[src/rtl/pwm_blank_pkg.sv]
package pwm_blank_pkg;
  // Strobes passed from the timebase to the gate control each clock
  typedef struct packed {
    logic deadPh;     // current clock is in the dead-time phase
    logic periodEnd;  // current clock is the last of the period
    logic blankPh;    // current clock is inside the blanking window
    logic pwmHit;     // ramp value has reached the control level
  } tick_t;
endpackage

[src/rtl/pwm_blank_timebase.sv]
module pwm_blank_timebase
  import pwm_blank_pkg::*;
#(
  parameter int CNT_W   = 8,
  parameter int BLANK_W = 4
) (
  input  logic               clk,
  input  logic               rstN,
  input  logic [CNT_W-1:0]   periodLen,
  input  logic [CNT_W-1:0]   deadLen,
  input  logic [CNT_W-1:0]   ctrlLevel,
  input  logic [CNT_W-1:0]   rampExt,
  input  logic               useExtRamp,
  input  logic [BLANK_W-1:0] blankLen,
  output tick_t              tick
);
  localparam int EXT_W = CNT_W + 1;

  logic [CNT_W-1:0] cnt;
  logic [CNT_W-1:0] effDead;
  logic [CNT_W-1:0] rampIdx;
  logic [CNT_W-1:0] rampVal;
  logic [CNT_W-1:0] blankExt;

  always_comb begin
    effDead   = (deadLen == '0) ? CNT_W'(1) : deadLen;
    blankExt  = CNT_W'(blankLen);
    rampIdx   = cnt - effDead;
    rampVal   = useExtRamp ? rampExt : rampIdx;
    tick.deadPh    = cnt < effDead;
    tick.periodEnd = (EXT_W'(cnt) + EXT_W'(1)) >= EXT_W'(periodLen);
    tick.pwmHit    = rampVal >= ctrlLevel;
    tick.blankPh   = !tick.deadPh && (rampIdx < blankExt);
  end

  always_ff @(posedge clk or negedge rstN) begin
    if (!rstN)               cnt <= '0;
    else if (tick.periodEnd) cnt <= '0;
    else                     cnt <= cnt + CNT_W'(1);
  end
endmodule

[src/rtl/pwm_blank_gate.sv]
module pwm_blank_gate
  import pwm_blank_pkg::*;
(
  input  logic  clk,
  input  logic  rstN,
  input  tick_t tick,
  input  logic  curLimit,
  input  logic  overCur,
  input  logic  altMode,
  output logic  outA,
  output logic  outB
);
  logic killed;   // pulse already ended in this period
  logic steerB;   // toggle: 0 steers to A, 1 steers to B
  logic termNow;
  logic pulse;

  always_comb begin
    termNow = overCur | (!tick.blankPh & (tick.pwmHit | curLimit));
    pulse   = !tick.deadPh & !killed & !termNow;
    outA    = pulse & (!altMode | !steerB);
    outB    = pulse & (!altMode |  steerB);
  end

  always_ff @(posedge clk or negedge rstN) begin
    if (!rstN) begin
      killed <= 1'b0;
      steerB <= 1'b0;
    end else if (tick.periodEnd) begin
      killed <= 1'b0;
      steerB <= ~steerB;
    end else if (!tick.deadPh && termNow) begin
      killed <= 1'b1;
    end
  end
endmodule

[src/rtl/pwm_blank_core.sv]
module pwm_blank_core
  import pwm_blank_pkg::*;
#(
  parameter int CNT_W   = 8,
  parameter int BLANK_W = 4
) (
  input  logic               clk,
  input  logic               rstN,
  input  logic [CNT_W-1:0]   periodLen,
  input  logic [CNT_W-1:0]   deadLen,
  input  logic [CNT_W-1:0]   ctrlLevel,
  input  logic [CNT_W-1:0]   rampExt,
  input  logic               useExtRamp,
  input  logic [BLANK_W-1:0] blankLen,
  input  logic               curLimit,
  input  logic               overCur,
  input  logic               altMode,
  output logic               outA,
  output logic               outB
);
  tick_t tick;

  pwm_blank_timebase #(.CNT_W(CNT_W), .BLANK_W(BLANK_W)) timebaseI (
    .clk(clk), .rstN(rstN), .periodLen(periodLen), .deadLen(deadLen),
    .ctrlLevel(ctrlLevel), .rampExt(rampExt), .useExtRamp(useExtRamp),
    .blankLen(blankLen), .tick(tick)
  );

  pwm_blank_gate gateI (
    .clk(clk), .rstN(rstN), .tick(tick), .curLimit(curLimit),
    .overCur(overCur), .altMode(altMode), .outA(outA), .outB(outB)
  );
endmodule

[config.mk]
export PLATFORM = sky130hd
export DESIGN_NAME = pwm_blank_core
export DESIGN_NICKNAME = d
export VERILOG_FILES = /design/src/rtl/pwm_blank_pkg.sv /design/src/rtl/pwm_blank_timebase.sv /design/src/rtl/pwm_blank_gate.sv /design/src/rtl/pwm_blank_core.sv
export SDC_FILE = /design/constraint.sdc
export NUM_CORES = 1
export LEC_CHECK = 0
export BUFFER_PORTS_ARGS = -buffer_cell sky130_fd_sc_hd__buf_4
export CAP_MARGIN = 20
export CORE_UTILIZATION = 47
export DETAILED_ROUTE_END_ITERATION = 12
export GPL_TIMING_DRIVEN = 0
export PLACE_DENSITY = 0.86
export SYNTH_ARGS = -nofsm -noshare
export SYNTH_HDL_FRONTEND = slang
export SYNTH_SLANG_ARGS = --single-unit
[constraint.sdc]
create_clock -name clk -period 2.9 [get_ports clk]
set_input_delay 0.145 -clock clk [delete_from_list [all_inputs] [get_ports clk]]
set_output_delay 0.145 -clock clk [all_outputs]
set_load 0.01 [all_outputs]
==> summary.txt <==
Outcome
  – Status: finished with violations
  – Failing checks: DRC, setup timing

Yosys
  – Post-synthesis sequential area ratio: 17.6%
  – Share of the synthesized area in the top cell type: 25.5%
  – Netlist cell types: 37
  – Synth top cells by count: inv_1 (30), ha_1 (29), a21oi_1 (11)
  – Cells after Synth: 167
  – Synth top area cells: ha_1 (26%), dfrtp_1 (18%), inv_1 (7.9%)
  – Yosys warns: 0
  – Dominant cell type by area after synthesis: ha_1
  – Synth Flop Type: dfrtp_1
  – Top-count cell post-synth: inv_1
  – Avg Cell Area, Syn: 8.52 um2
  – Share of synthesized registers carrying an async set or reset: 100%
  – Syn_nets: 239
  – Post-synth EDFFs: 0
  – Synth Cell Area: 1420 um2
  – #FFs+latches synth: 10

Power
  – Peak supply drop: 0.497 mV
  – Total power: 0.00168 W
  – Power Density: 793 nW/um2
  – Leakage power: 1.08 nW

Finish
  – NumNets Final: 296
  – Post-route cell area: 2110 um2
  – P&R area growth vs syn: 48.5%
  – # diodes: 0
  – Fin cells: 253
  – Share of layout cells above drive strength 1: 44.6%

Setup path
  – Critical path capture point type: primary output
  – Worst setup path startpoint: deadLen[2]
  – R2r endpoint: gateI.killed
  – CP Capture Point: outB
  – CP arrival: 3.34 ns
  – CP required: 2.76 ns
  – Worst R2R Path Depth: 15
  – CP peak stage delay: 0.41 ns
  – Crit-path max FO: 2
  – Critical Path Stages: 17
  – CP Class: input port to primary output
  – Worst path cell trace: buf_8, nor4_4, a41o_1, ha_2, inv_2, fa_2, xor2_2, mux2_4, ha_4, a21o_1, a31oi_1, o21ai_1, a31o_4, o41ai_4, nand2_2, a2111oi_4, buf_4
  – R2r startpoint: timebaseI.cnt[0]
  – WP buf/inv: 3
  – Delay-heaviest family, CP: compound AO/OA/AOI/OAI gates
  – R2r setup slk: -0.14 ns
  – Worst setup SP type: input port
  – Crit-path slowest cell: fa_2

STA
  – Hold_ws: 0.249 ns
  – Worst slew pin tran: 0.569 ns
  – RSZ-0062 raised after global routing: true
  – Fin. Hold Viols: 0
  – Fmax: 287 MHz
  – Final period util: 120%
  – Max-slew violation count: 0
  – Min Tclk post-route: 3.49 ns
  – Setup ws final: -0.587 ns
  – Final Setup Violations: 3
  – Setup Skew: 0.00601 ns
  – Slew HR: 62.1%

Global route
  – Total grt overflow: 0
  – Busiest grt layer: met2
  – Largest net degree at the start of global routing: 11
  – First-pass GRT wire length: 5960 um
  – Met1 Use GR: 27.6%
  – Met3 Resource Use GR: 4.76%
  – Initial antenna violation count: 0
  – GRT met2 Usage: 42.0%
  – Tot GR Track Use: 23.0%
  – Vias in the first global route: 1409

CTS
  – CTS tree: done
  – Max clock buf depth: 2
  – TritonCTS Sinks: 10
  – Worst-Skew Late Latency: 0.27 ns
  – CTS buffer count: 3
  – Root Buffer: clkbuf_4
  – H-tree depth: 1
  – CTS clk-pin slew, worst paths: 0.07 ns

Drt
  – Vias: 1398
  – Drt total wl: 3700 um
  – Via density: 5.53
  – WL per Instance: 14.6 um
  – Number of DRC markers in iteration 0: 47
  – 1st-pass router iterations: 8
  – Remaining DRCs: 4
  – Post-route ant nets: 0

Place
  – Post-place setup slack: -0.591 ns
  – Cells after DPL: 240
  – Placement Cell Area: 1850 um2
  – HPWL Detailed: 2540 um
  – Port Buf Inserts: 42
  – Placer Congestion: 0.805

Job
  – Count of max-cap constraint violations: 0

Die
  – Num rows: 19
  – Die area: 3250 um2
  – Core area: 2810 um2
  – Die width: 57.0 um
  – Ports: 44
  – Die Y: 57.0 um
  – Initial Utilization: 50.7%

Min path
  – Hold Crit Class: input port to asynchronous set/reset pin
==> worst reg2reg max path, delay by kind of cell, from the launching register on <==
kind                       cells  cell delay [ns]
muxes                          1             0.29
buffers and inverters          3             0.26
AOI/OAI and AO/OA              7             0.96
xor gates and xnor gates       1             0.21
adders and majority gates      3             0.78
DFF                            1             0.42
==> power breakdown <==
part | internal [W] | switching (W)
clock network | 0.0000479 | 0.0000474
registers | 0.000202 | 0.0000729
logic | 0.000655 | 0.000651
==> layer usage <==
layer  routed length (um)  part of all wire (%)  up-vias
met4                   25                  0.68        0
met1                 1540                    42      665
met5                    0                     0        -
met2                 1930                    52       41
li1                     -                     -      686
met3                  202                   5.5        6
==> kinds of logic (layout without fill, tap and decap cells) <==
kind of cell / Yosys count / in the layout / synth area share [%]
AOI/OAI and AO/OA: 41 / 41 / 21.3
xor gates and xnor gates: 12 / 12 / 7.39
adders and majority gates: 30 / 30 / 26.9
buffers and inverters: 31 / 86 / 8.18
DFF: 10 / 10 / 17.6
muxes: 6 / 6 / 4.75
and+or+nand+nor: 37 / 37 / 13.9
==> stage by stage <==
step / setup TNS, ns / util [%]
after floorplan: -0.139 / -
after global placement: -1.24 / 65.8
after detailed placement: -1.50 / 65.8
after CTS: -1.22 / 73.0
after global routing: -1.73 / 75.3
final: -1.32 / 75.3
==> registers in the layout (all words and copies together) (netlist names) <==
register       flops
timebaseI.cnt      8
gateI.steerB       1
gateI.killed       1
==> cell usage in the layout, fill, tap and decap left out, types with 5 or more instances in the layout <==
master / synthesis / layout
a21o_1: 5 / 5
dfrtp_1: 10 / 6
ha_4: 0 / 7
nand2_1: 7 / 6
ha_1: 29 / 20
mux2_2: 6 / 5
a21oi_1: 11 / 8
inv_1: 30 / 28
nand3_1: 7 / 6
nor2b_1: 7 / 7
xnor2_1: 7 / 5
o21ai_0: 8 / 5
buf_4: 0 / 49
nor2_1: 7 / 7
==> worst min-delay path by stage <==
stage / slack [ns] / startpoint / to
after global placement: -0.02 / rstN / gateI.steerB
after global routing: 0.27 / rstN / timebaseI.cnt[1]
after floorplan: -0.15 / rstN / gateI.killed
after detailed placement: -0.02 / rstN / timebaseI.cnt[6]
final: 0.25 / rstN / timebaseI.cnt[6]
after CTS: 0.25 / rstN / timebaseI.cnt[6]
==> cell type report <==
type                       instances  area [um2]
fill                             208         692
tap                               31        38.8
buffer                             1        3.75
inverter                          30         113
timing repair buffer              52         404
sequential                        10         255
clock buffer                       3        22.5
multi-input combinational        126        1280
==> what timing repair did <==
action	in CTS	in global routing
endpoints found under the hold margin	10	0
gates resized for setup	20	8
setup endpoints to repair	3	3
pin swaps	5	4
hold buffers	1	0
setup buffers	6	3
Power figures use the tool's default switching activity.
